`config.mk`:
```
export PLATFORM = sky130hd
export DESIGN_NAME = pdma_chan
export DESIGN_NICKNAME = d
export VERILOG_FILES = /design/src/rtl/pdma_pkg.sv /design/src/rtl/pdma_regs.sv /design/src/rtl/pdma_fsm.sv /design/src/rtl/pdma_xfer.sv /design/src/rtl/pdma_chan.sv
export SDC_FILE = /design/constraint.sdc
export NUM_CORES = 1
export LEC_CHECK = 0
export ABC_AREA = 1
export BUFFER_PORTS_ARGS = -buffer_cell sky130_fd_sc_hd__buf_4
export CAP_MARGIN = 20
export CORE_MARGIN = 1
export CORE_UTILIZATION = 58
export DETAILED_ROUTE_END_ITERATION = 10
export PLACE_DENSITY = 0.81
export SLEW_MARGIN = 20
export SYNTH_ARGS = -nofsm -noshare
export SYNTH_HDL_FRONTEND = slang
export SYNTH_SLANG_ARGS = --single-unit
```
`constraint.sdc`:
```
create_clock -name clk -period 3.75 [get_ports clk]
set_input_delay 0.9375 -clock clk [delete_from_list [all_inputs] [get_ports clk]]
set_output_delay 0.9375 -clock clk [all_outputs]
set_load 0.1 [all_outputs]
```
`src/rtl/pdma_pkg.sv`:
```
package pdma_pkg;

  typedef enum logic [1:0] {
    ST_IDLE  = 2'd0,
    ST_STALL = 2'd1,
    ST_ON    = 2'd2,
    ST_NEXT  = 2'd3
  } chan_state_t;

  localparam int unsigned NSLOT = 2;

  localparam logic [7:0] OFS_CTRL  = 8'h00;
  localparam logic [7:0] OFS_FLAG  = 8'h04;
  localparam logic [7:0] OFS_PORT  = 8'h08;
  localparam logic [7:0] OFS_STAT  = 8'h0C;
  localparam logic [7:0] OFS_REM   = 8'h14;
  localparam logic [7:0] OFS_CNT0  = 8'h20;
  localparam logic [7:0] OFS_BASE0 = 8'h24;
  localparam logic [7:0] OFS_CNT1  = 8'h30;
  localparam logic [7:0] OFS_BASE1 = 8'h34;

  localparam int unsigned B_STALL = 0;
  localparam int unsigned B_NFB   = 1;
  localparam int unsigned B_ERR   = 3;
  localparam int unsigned B_EN    = 4;

  function automatic logic [7:0] cnt_ofs(input logic s);
    return s ? OFS_CNT1 : OFS_CNT0;
  endfunction

  function automatic logic [7:0] base_ofs(input logic s);
    return s ? OFS_BASE1 : OFS_BASE0;
  endfunction

  function automatic logic is_base(input logic [7:0] a);
    return (a == OFS_BASE0) || (a == OFS_BASE1);
  endfunction

  function automatic logic slot_of(input logic [7:0] a);
    return a[4];
  endfunction

  function automatic logic is_busy(input chan_state_t s);
    return (s == ST_ON) || (s == ST_NEXT);
  endfunction

endpackage

```
`src/rtl/pdma_regs.sv`:
```
module pdma_regs
  import pdma_pkg::*;
#(
  parameter int unsigned BUS_W  = 32,
  parameter int unsigned ADDR_W = 32,
  parameter int unsigned CNT_W  = 16,
  parameter int unsigned PORT_W = 4
) (
  input  logic                          clk,
  input  logic                          rst_n,
  input  logic                          wr_en,
  input  logic [7:0]                    waddr,
  input  logic [BUS_W-1:0]              wdata,
  input  logic [7:0]                    raddr,
  output logic [BUS_W-1:0]              rdata,
  input  chan_state_t                   state,
  input  logic [CNT_W-1:0]              rem,
  output logic                          ctrl_en,
  output logic                          irq,
  output logic [PORT_W-1:0]             port_sel,
  output logic [NSLOT-1:0][CNT_W-1:0]   slot_cnt,
  output logic [NSLOT-1:0][ADDR_W-1:0]  slot_base,
  output logic                          load_req,
  output logic                          load_slot,
  output logic [ADDR_W-1:0]             load_base
);

  logic [4:0]        ctrl_q;
  logic [PORT_W-1:0] port_q;
  logic              err_q;
  logic              slot_wr_ok;
  logic              err_set;
  logic              err_clr;
  logic              flag_stall;
  logic              flag_nfb;
  logic [3:0]        flag_vec;
  logic              unused_wdata;

  assign unused_wdata = ^wdata;
  assign slot_wr_ok = wr_en && (state != ST_NEXT);
  assign load_req   = slot_wr_ok && is_base(waddr);
  assign load_slot  = slot_of(waddr);
  assign load_base  = wdata[ADDR_W-1:0];
  assign err_set    = wr_en && is_base(waddr) && (state == ST_NEXT);
  assign err_clr    = wr_en && (waddr == OFS_FLAG) && wdata[B_ERR];

  always_ff @(posedge clk or negedge rst_n) begin
    if (!rst_n) begin
      ctrl_q <= '0;
      port_q <= '0;
      err_q  <= 1'b0;
    end else begin
      if (wr_en && waddr == OFS_CTRL)
        ctrl_q <= {wdata[B_EN], wdata[B_ERR], 1'b0, wdata[B_NFB], wdata[B_STALL]};
      if (wr_en && waddr == OFS_PORT && state == ST_IDLE)
        port_q <= wdata[PORT_W-1:0];
      if (err_set)      err_q <= 1'b1;
      else if (err_clr) err_q <= 1'b0;
    end
  end

  always_ff @(posedge clk or negedge rst_n) begin
    if (!rst_n) begin
      slot_cnt  <= '0;
      slot_base <= '0;
    end else begin
      for (int s = 0; s < NSLOT; s++) begin
        if (slot_wr_ok && waddr == cnt_ofs(1'(s)))
          slot_cnt[s] <= wdata[CNT_W-1:0];
        if (slot_wr_ok && waddr == base_ofs(1'(s)))
          slot_base[s] <= wdata[ADDR_W-1:0];
      end
    end
  end

  assign flag_stall = (state == ST_STALL);
  assign flag_nfb   = (state == ST_ON);
  assign flag_vec   = {err_q, 1'b0, flag_nfb, flag_stall};
  assign irq        = |(flag_vec & ctrl_q[3:0]);
  assign ctrl_en    = ctrl_q[4];
  assign port_sel   = port_q;

  always_comb begin
    unique case (raddr)
      OFS_CTRL:  rdata = BUS_W'(ctrl_q);
      OFS_FLAG:  rdata = BUS_W'(flag_vec);
      OFS_PORT:  rdata = BUS_W'(port_q);
      OFS_STAT:  rdata = BUS_W'({state, 4'b0000});
      OFS_REM:   rdata = BUS_W'(rem);
      OFS_CNT0:  rdata = BUS_W'(slot_cnt[0]);
      OFS_BASE0: rdata = BUS_W'(slot_base[0]);
      OFS_CNT1:  rdata = BUS_W'(slot_cnt[1]);
      OFS_BASE1: rdata = BUS_W'(slot_base[1]);
      default:   rdata = '0;
    endcase
  end

  // error flag holds until software clears it
  p_err_sticky_r8: assert property (@(posedge clk) disable iff (!rst_n)
    (err_q && !err_clr) |=> err_q);

  // selector frozen outside idle
  p_port_hold_r10: assert property (@(posedge clk) disable iff (!rst_n)
    (state != ST_IDLE) |=> $stable(port_q));

  // slot storage untouched while both slots are full
  p_next_no_load_r8: assert property (@(posedge clk) disable iff (!rst_n)
    (state == ST_NEXT) |=> $stable(slot_base));

endmodule

```
`src/rtl/pdma_fsm.sv`:
```
module pdma_fsm
  import pdma_pkg::*;
(
  input  logic        clk,
  input  logic        rst_n,
  input  logic        en,
  input  logic        load_req,
  input  logic        load_slot,
  input  logic        done,
  output chan_state_t state,
  output logic        start,
  output logic        start_slot,
  output logic        start_from_wr
);

  chan_state_t nxt;
  logic        pend_q;

  always_comb begin
    nxt           = state;
    start         = 1'b0;
    start_slot    = pend_q;
    start_from_wr = 1'b0;
    unique case (state)
      ST_IDLE: if (en) nxt = ST_STALL;
      ST_STALL: begin
        if (!en) nxt = ST_IDLE;
        else if (load_req) begin
          nxt = ST_ON; start = 1'b1; start_slot = load_slot; start_from_wr = 1'b1;
        end
      end
      ST_ON: begin
        if (done && load_req) begin
          start = 1'b1; start_slot = load_slot; start_from_wr = 1'b1;
        end else if (done) nxt = ST_STALL;
        else if (load_req) nxt = ST_NEXT;
      end
      ST_NEXT: if (done) begin
        nxt = ST_ON; start = 1'b1; start_slot = pend_q;
      end
      default: nxt = ST_IDLE;
    endcase
  end

  always_ff @(posedge clk or negedge rst_n) begin
    if (!rst_n) begin
      state  <= ST_IDLE;
      pend_q <= 1'b0;
    end else begin
      state <= nxt;
      if (state == ST_ON && !done && load_req) pend_q <= load_slot;
    end
  end

  // idle leaves only toward stall
  p_idle_exit_r2: assert property (@(posedge clk) disable iff (!rst_n)
    (state == ST_IDLE) |=> (state == ST_IDLE || state == ST_STALL));

  // a running buffer never drops straight to idle
  p_busy_no_idle_r9: assert property (@(posedge clk) disable iff (!rst_n)
    is_busy(state) |=> (state != ST_IDLE));

  // queued buffer takes over on completion
  p_next_done_r5: assert property (@(posedge clk) disable iff (!rst_n)
    (state == ST_NEXT && done) |=> (state == ST_ON));

endmodule

```
`src/rtl/pdma_xfer.sv`:
```
module pdma_xfer #(
  parameter int unsigned ADDR_W = 32,
  parameter int unsigned CNT_W  = 16
) (
  input  logic              clk,
  input  logic              rst_n,
  input  logic              active,
  input  logic              start,
  input  logic [ADDR_W-1:0] start_addr,
  input  logic [CNT_W-1:0]  start_cnt,
  input  logic              per_ready,
  output logic [ADDR_W-1:0] mem_addr,
  output logic [CNT_W-1:0]  rem,
  output logic              per_valid,
  output logic              hs,
  output logic              done
);

  function automatic logic [ADDR_W-1:0] addr_step(input logic [ADDR_W-1:0] a);
    return a + ADDR_W'(1);
  endfunction

  function automatic logic [CNT_W-1:0] cnt_step(input logic [CNT_W-1:0] c);
    return c - CNT_W'(1);
  endfunction

  assign per_valid = active && (rem != '0);
  assign hs        = per_valid && per_ready;
  assign done      = active && ((rem == '0) || (hs && rem == CNT_W'(1)));

  always_ff @(posedge clk or negedge rst_n) begin
    if (!rst_n) begin
      mem_addr <= '0;
      rem      <= '0;
    end else if (start) begin
      mem_addr <= start_addr;
      rem      <= start_cnt;
    end else if (hs) begin
      mem_addr <= addr_step(mem_addr);
      rem      <= cnt_step(rem);
    end
  end

  // each handshake consumes one byte of the count
  p_count_step_r4: assert property (@(posedge clk) disable iff (!rst_n)
    (hs && !start) |=> (rem == CNT_W'($past(rem) - 1'b1)));

  // each handshake advances the address
  p_addr_step_r4: assert property (@(posedge clk) disable iff (!rst_n)
    (hs && !start) |=> (mem_addr == ADDR_W'($past(mem_addr) + 1'b1)));

endmodule

```
`src/rtl/pdma_chan.sv`:
```
module pdma_chan
  import pdma_pkg::*;
#(
  parameter int unsigned BUS_W  = 32,
  parameter int unsigned ADDR_W = 32,
  parameter int unsigned CNT_W  = 16,
  parameter int unsigned PORT_W = 4
) (
  input  logic              clk,
  input  logic              rst_n,
  input  logic              reg_wr,
  input  logic [7:0]        reg_waddr,
  input  logic [BUS_W-1:0]  reg_wdata,
  input  logic [7:0]        reg_raddr,
  output logic [BUS_W-1:0]  reg_rdata,
  output logic              irq,
  output logic [PORT_W-1:0] port_sel,
  output logic [ADDR_W-1:0] mem_addr,
  input  logic [7:0]        mem_rdata,
  output logic              per_valid,
  output logic [7:0]        per_data,
  input  logic              per_ready
);

  chan_state_t                  state;
  logic [CNT_W-1:0]             rem;
  logic                         ctrl_en;
  logic [NSLOT-1:0][CNT_W-1:0]  slot_cnt;
  logic [NSLOT-1:0][ADDR_W-1:0] slot_base;
  logic                         load_req;
  logic                         load_slot;
  logic [ADDR_W-1:0]            load_base;
  logic                         start;
  logic                         start_slot;
  logic                         start_from_wr;
  logic                         done;
  logic                         hs;
  logic [ADDR_W-1:0]            start_addr;

  pdma_regs #(.BUS_W(BUS_W), .ADDR_W(ADDR_W), .CNT_W(CNT_W), .PORT_W(PORT_W)) u_regs (
    .clk(clk), .rst_n(rst_n), .wr_en(reg_wr), .waddr(reg_waddr), .wdata(reg_wdata),
    .raddr(reg_raddr), .rdata(reg_rdata), .state(state), .rem(rem),
    .ctrl_en(ctrl_en), .irq(irq), .port_sel(port_sel),
    .slot_cnt(slot_cnt), .slot_base(slot_base),
    .load_req(load_req), .load_slot(load_slot), .load_base(load_base)
  );

  pdma_fsm u_fsm (
    .clk(clk), .rst_n(rst_n), .en(ctrl_en), .load_req(load_req), .load_slot(load_slot),
    .done(done), .state(state), .start(start), .start_slot(start_slot),
    .start_from_wr(start_from_wr)
  );

  // the address written this cycle is not yet in storage: bypass it
  assign start_addr = start_from_wr ? load_base : slot_base[start_slot];

  pdma_xfer #(.ADDR_W(ADDR_W), .CNT_W(CNT_W)) u_xfer (
    .clk(clk), .rst_n(rst_n), .active(is_busy(state)), .start(start),
    .start_addr(start_addr), .start_cnt(slot_cnt[start_slot]), .per_ready(per_ready),
    .mem_addr(mem_addr), .rem(rem), .per_valid(per_valid), .hs(hs), .done(done)
  );

  assign per_data = mem_rdata;

  // finishing with nothing queued stalls the channel
  p_on_done_r6: assert property (@(posedge clk) disable iff (!rst_n)
    (state == ST_ON && done && !load_req) |=> (state == ST_STALL && rem == '0));

  // no request while the flags are all clear
  p_irq_quiet_r7: assert property (@(posedge clk) disable iff (!rst_n)
    (state == ST_NEXT && reg_rdata == '0 && reg_raddr == OFS_FLAG) |-> !irq);

endmodule

```
### Yosys cells after proc, flatten, opt, wreduce, memory -nomap -nowiden

Cells that the tools add are included.

| word-level totals | value |
|---|---|
| register bits | 156 |
| latch bits | 0 |
| RAM bits | 0 |
| memory bits (read-only) | 0 |
| input bits | 60 |
| output and inout port bits | 78 |
| word-level logic and storage cells | 102 |
| memories | 0 |

| operators by class | value |
|---|---|
| add/sub/neg operators | 2 |
| multiply operators | 0 |
| div/mod/pow operators | 0 |
| magnitude comparators | 1 |
| eq/ne operators | 24 |
| shift-type cells | 0 |
| muxes and demuxes | 30 |
| bitwise gates (word level) | 1 |
| reduce and logical (&&, ||, !) cells | 33 |

Operators by type and width:

| cell | number |
|---|---|
| $pmux 32 s9 | 1 |
| $mux 32 | 5 |
| $eq 8x6->1 const B | 8 |
| $mux 16 | 4 |
| $add 32x1->32 const B | 1 |
| $eq 8x4->1 const B | 3 |
| $logic_and 1x1->1 | 20 |
| $eq 16x1->1 const B | 1 |
| $eq 8x3->1 const B | 2 |
| $logic_not 16->1 | 1 |
| $logic_not 8->1 | 2 |
| $reduce_bool 16->1 | 1 |
| $sub 16x1->16 const B | 1 |
| $mux 2 | 7 |
| $mux 1 | 9 |
| $eq 8x5->1 const B | 1 |
| $pmux 2 s4 | 1 |
| $ne 2x2->1 const B | 3 |
| $reduce_and 5->1 | 1 |
| $and 4x4->4 | 1 |
| $eq 2x2->1 const B | 2 |
| $pmux 1 s2 | 2 |
| $reduce_bool 2->1 | 2 |
| $reduce_or 4->1 | 1 |
| 9 further kinds | 11 |

### Logic depth before layout (Yosys ltp)

| depth | value |
|---|---|
| word-level depth | 14 |
| gate-level depth with buffers | 17 |
| gate-level depth less buffers | 17 |

### By module

From an unflattened synthesis, not the netlist that was laid out.

| second synthesis, totals | value |
|---|---|
| cell total of the unflattened synthesis | 1,751 |
| area, all modules | 11,213.3 µm² |

By module, submodules not included:

| module | times used | cells an instance | area each (µm²) | sequential area each (µm²) |
|---|---|---|---|---|
| pdma_regs | 1 | 771 | 5,755.5 | 2,627.5 |
| pdma_xfer | 1 | 622 | 3,877.5 | 1,201.2 |
| pdma_chan | 1 | 300 | 1,219.9 | 0.0 |
| pdma_fsm | 1 | 58 | 360.3 | 75.1 |

### Least setup slack after synthesis

Ideal clock, no wire load.

| timing path | value |
|---|---|
| path kind | input-to-output |
| start point | input port reg_raddr[7] |
| end point | output port reg_rdata[13] |
| arrival time | 3.041 ns |
| required time | 2.812 ns |
| slack | -0.229 ns |
| stages | 7 |
| buffers on the path | 2 |
| cell sequence | nor2_1 inv_1 nor3_1 clkbuf_1 buf_1 nand3_1 o211ai_1 |

| between the ends | value |
|---|---|
| word-level cells in the longest chain between the ends | 2 |
| elaborated cells between the ends (all ways) | 10 |
| classes of those cells | 8 x eq/ne; 1 x mux; 1 x reduce/logical |

Ends and longest elaborated chain:

| item | line | source |
|---|---|---|
| start, declared | pdma_chan.sv:14 | `input logic [7:0] reg_raddr,` |
| $eq 8x6->1, or another cell as far along | pdma_regs.sv:84 | `unique case (raddr)` |
| $pmux 32 s9 (*) | pdma_regs.sv:84 |  |
| end, declared | pdma_chan.sv:15 | `output logic [BUS_W-1:0] reg_rdata,` |

Every way passes the cells marked *; elsewhere a longest branch is shown, timed or not.

### Worst setup path in the final report

| timing path | value |
|---|---|
| start point | input port reg_raddr[1] |
| end point | output port reg_rdata[1] |

The elaborated chain is that of the path after synthesis.

==> metrics.txt <==
number of hold buffers added after cts=0; worst-case hold slack=about 490 ps; power share of the sequential group=0.337; Post-Synth XOR/XNOR Area=0.02145; Worst EP required=between 2000 and 3000 ps; clk sinks=~160; FMAX=about 290 MHz; die width=129.3 um; Post-Synth Adder-Cell Area=0.01066; Die Area=16710 um^2; Post-synth top flop=dfrtp_1; Seq cells post-synth=156; final worst path period share=0.9267; worst rel slew slack=0.5468; EDFF count, synth=0; Final Slew Violations=0; synthesized instance count=1301; post-DP HPWL=just over 20 mm; antenna-violating nets left=0; Lkg Pwr=5.518 nW; Avg Synthesized Cell Area=7.220 um^2; Int Power=3.725 mW; Syn-to-layout area delta=19.01%; Slew @ Worst Pin=679.8 ps; Mapped Area=9393 um^2; Post-synth top cells=321 x nand2_1, 156 x dfrtp_1, 147 x o21ai_0; Yosys top cell by area=dfrtp_1; placed cells=1598; CTS Root Cell=clkbuf_16; Area contributors post-synth=dfrtp_1 42%, nand2_1 13%, o21ai_0 7.8%; sequential share of the synthesized area=0.4156; core box area=about 16000 um^2; switching power=approximately 3.5 mW; Setup TNS=0 ps; initial antenna violation count=0; hold violation count in the final report=0; crit path capture type=output port; crit path DAT=about 2500 ps; Max VDD drop=0.4594 mV; largest net degree at the start of global routing=approximately 70; vias per std cell=between 6 and 7; post-synthesis compound-gate area fraction=0.1858; wire per inst=between 15 and 20 um; via count=10000; ant diodes=0; Hold Path Class=in2async; First DRT Iteration DRCs=between 1000 and 1500; max capacitance violation total=0; CP Max Fanout=22; Switching Share=0.4824; DRC=0; CTS H-tree depth=4; fin util=0.7062; die height=~130 um; Clock power frac=0.236; Simple-Gate Fraction of Synth Area=0.2761; ys async rst share=1.000; CP startpoint kind=input pin; number of buffers created by CTS=17; Core Rows=between 40 and 50; cell with the most instances after synthesis=nand2_1; Tmin final=roughly 3500 ps; status=completed; critical path class=in2out; Post-Route WL=approximately 30 mm; Reg clk slew, reported paths=roughly 60 ps; area of the multi-input gates=between 4000 and 5000 um^2; Total GRT Usage=0.3759; combinational power share=0.426; largest family of logic cells by synthesized area=simple AND/OR/NAND/NOR gates; Initial DRT Pass Iterations=6; clk_skew=11.65 ps; fin nets=approximately 1500; Max clock buf depth=2; mux cell area share after synthesis=0; Final Instance Count excl. Fillers=around 1600; PwrDens=643.8 nW/um^2; FF/Latch Area=between 3000 and 4000 um^2; # IOs=138; total gr overflow=0; final setup violation count=0; port bufs=around 120; Starting Density=0.5934; YS warnings=0; Worst-Skew Late Latency=around 440 ps; global-route wire length before repair=47.75 mm; setup repair bufs after CTS=0; CTS tree=built; vias in the first global route=a little over 9000; post-cts resize count=0; fill count=approximately 1300; synth unique cells=39; Synth top area share=0.4156; layout cells sized above 1=0.1591; RSZ-0062 raised after global routing=no; routability cong.=0.9485; Post-Syn Nets=1369
## per-stage QoR
step           cell area [um^2]  total power, mW  setup WS (ps)
2_1_floorplan              9444            4.718         -67.42
3_3_place_gp              10600            5.401          369.0
3_5_place_dp              10600            5.459          345.9
4_1_cts                   11180            7.161          333.7
5_1_grt                   11180            7.526          207.0
6_report                  11180            7.197          274.8
## path summary, 6_finish.rpt
kind                                    start                   end  slack (ps)  cells past startpoint
setup / recovery                 reg_raddr[1]          reg_rdata[1]         270                     10
hold / removal                          rst_n          u_regs.err_q         490                      1
max in group asynchronous               rst_n  u_regs.slot_base[13]        2460                      2
min in group clk           u_regs.slot_cnt[2]    u_regs.slot_cnt[2]         490                      2
hold reg to reg            u_regs.slot_cnt[2]    u_regs.slot_cnt[2]         490                      2
setup reg to reg               u_fsm.state[0]   u_xfer.mem_addr[12]         840                     12
## cell usage in the layout, fill, tap and decap left out, drive strengths merged, types with 2 or more instances in the layout
cell      netlist  final
a21oi          68     68
clkinv          3      9
or2             5      5
ha              8      8
a22o            2      2
xnor2           5      5
a221o           3      3
clkinvlp        0      4
dfrtp         156    156
buf            34    155
o21ai         156    156
nand4          16     16
xor2           18     18
nand2         328    328
nor3           18     18
nor2          107    107
clkbuf         40     20
o211ai         14     14
nand3         127    127
a31oi          19     19
a211o           3      3
inv           130    131
a32o           24     24
a221oi          8      8
nor4            4      4
## power by group through the flow
stage	Combinational (mW)	Clock (mW)	Sequential, mW
after floorplan	1.26	0	3.46
after global placement	2.97	0	2.43
after detailed placement	3.03	0	2.43
after CTS	3.05	1.71	2.41
after global routing	3.29	1.77	2.46
final	3.07	1.70	2.43
## metal layers
| layer | up-vias | share of wire | global-route usage |
|---|---|---|---|
| met1 | 4637 | 0.40 | 0.5184 |
| met2 | 686 | 0.44 | 0.5595 |
| met5 | - | 0 | 0 |
| met4 | 0 | 0.043 | 0.1709 |
| li1 | 4548 | - | - |
| met3 | 129 | 0.12 | 0.09414 |
## worst max-delay path: stages
cell	delay [ps]
buf_4	120
nor2_4	110
nand3_1	120
clkinv_1	110
buf_4	290
nand2_1	120
o21ai_0	190
a221oi_1	80
o211ai_1	140
buf_4	330
## layout make-up
type | instances | area share
multi-input cells | 938 | 0.4211
flip-flops and latches | 156 | 0.3492
repair buffers | 155 | 0.1089
inverters | 133 | 0.04466
clock buffers | 20 | 0.04175
well taps | 216 | 0.02418
clock inverters | 12 | 0.01019
## logic make-up (layout without fill, tap and decap cells)
| family | count (synthesis) | count (layout) |
|---|---|---|
| compound gates | 299 | 299 |
| fa+ha+maj | 8 | 8 |
| buf+inv | 207 | 320 |
| simple gates | 608 | 608 |
| xor+xnor | 23 | 23 |
| flops | 156 | 156 |
## sequential cells by signal, summed over array words and instances (netlist names)
name              count
u_regs.port_sel       4
u_xfer.rem           16
u_xfer.mem_addr      32
u_regs.slot_base     64
u_regs.ctrl_q         4
u_fsm.pend_q          1
u_fsm.state           2
u_regs.err_q          1
u_regs.slot_cnt      32
Note: power is estimated with default switching activity, not from simulation.
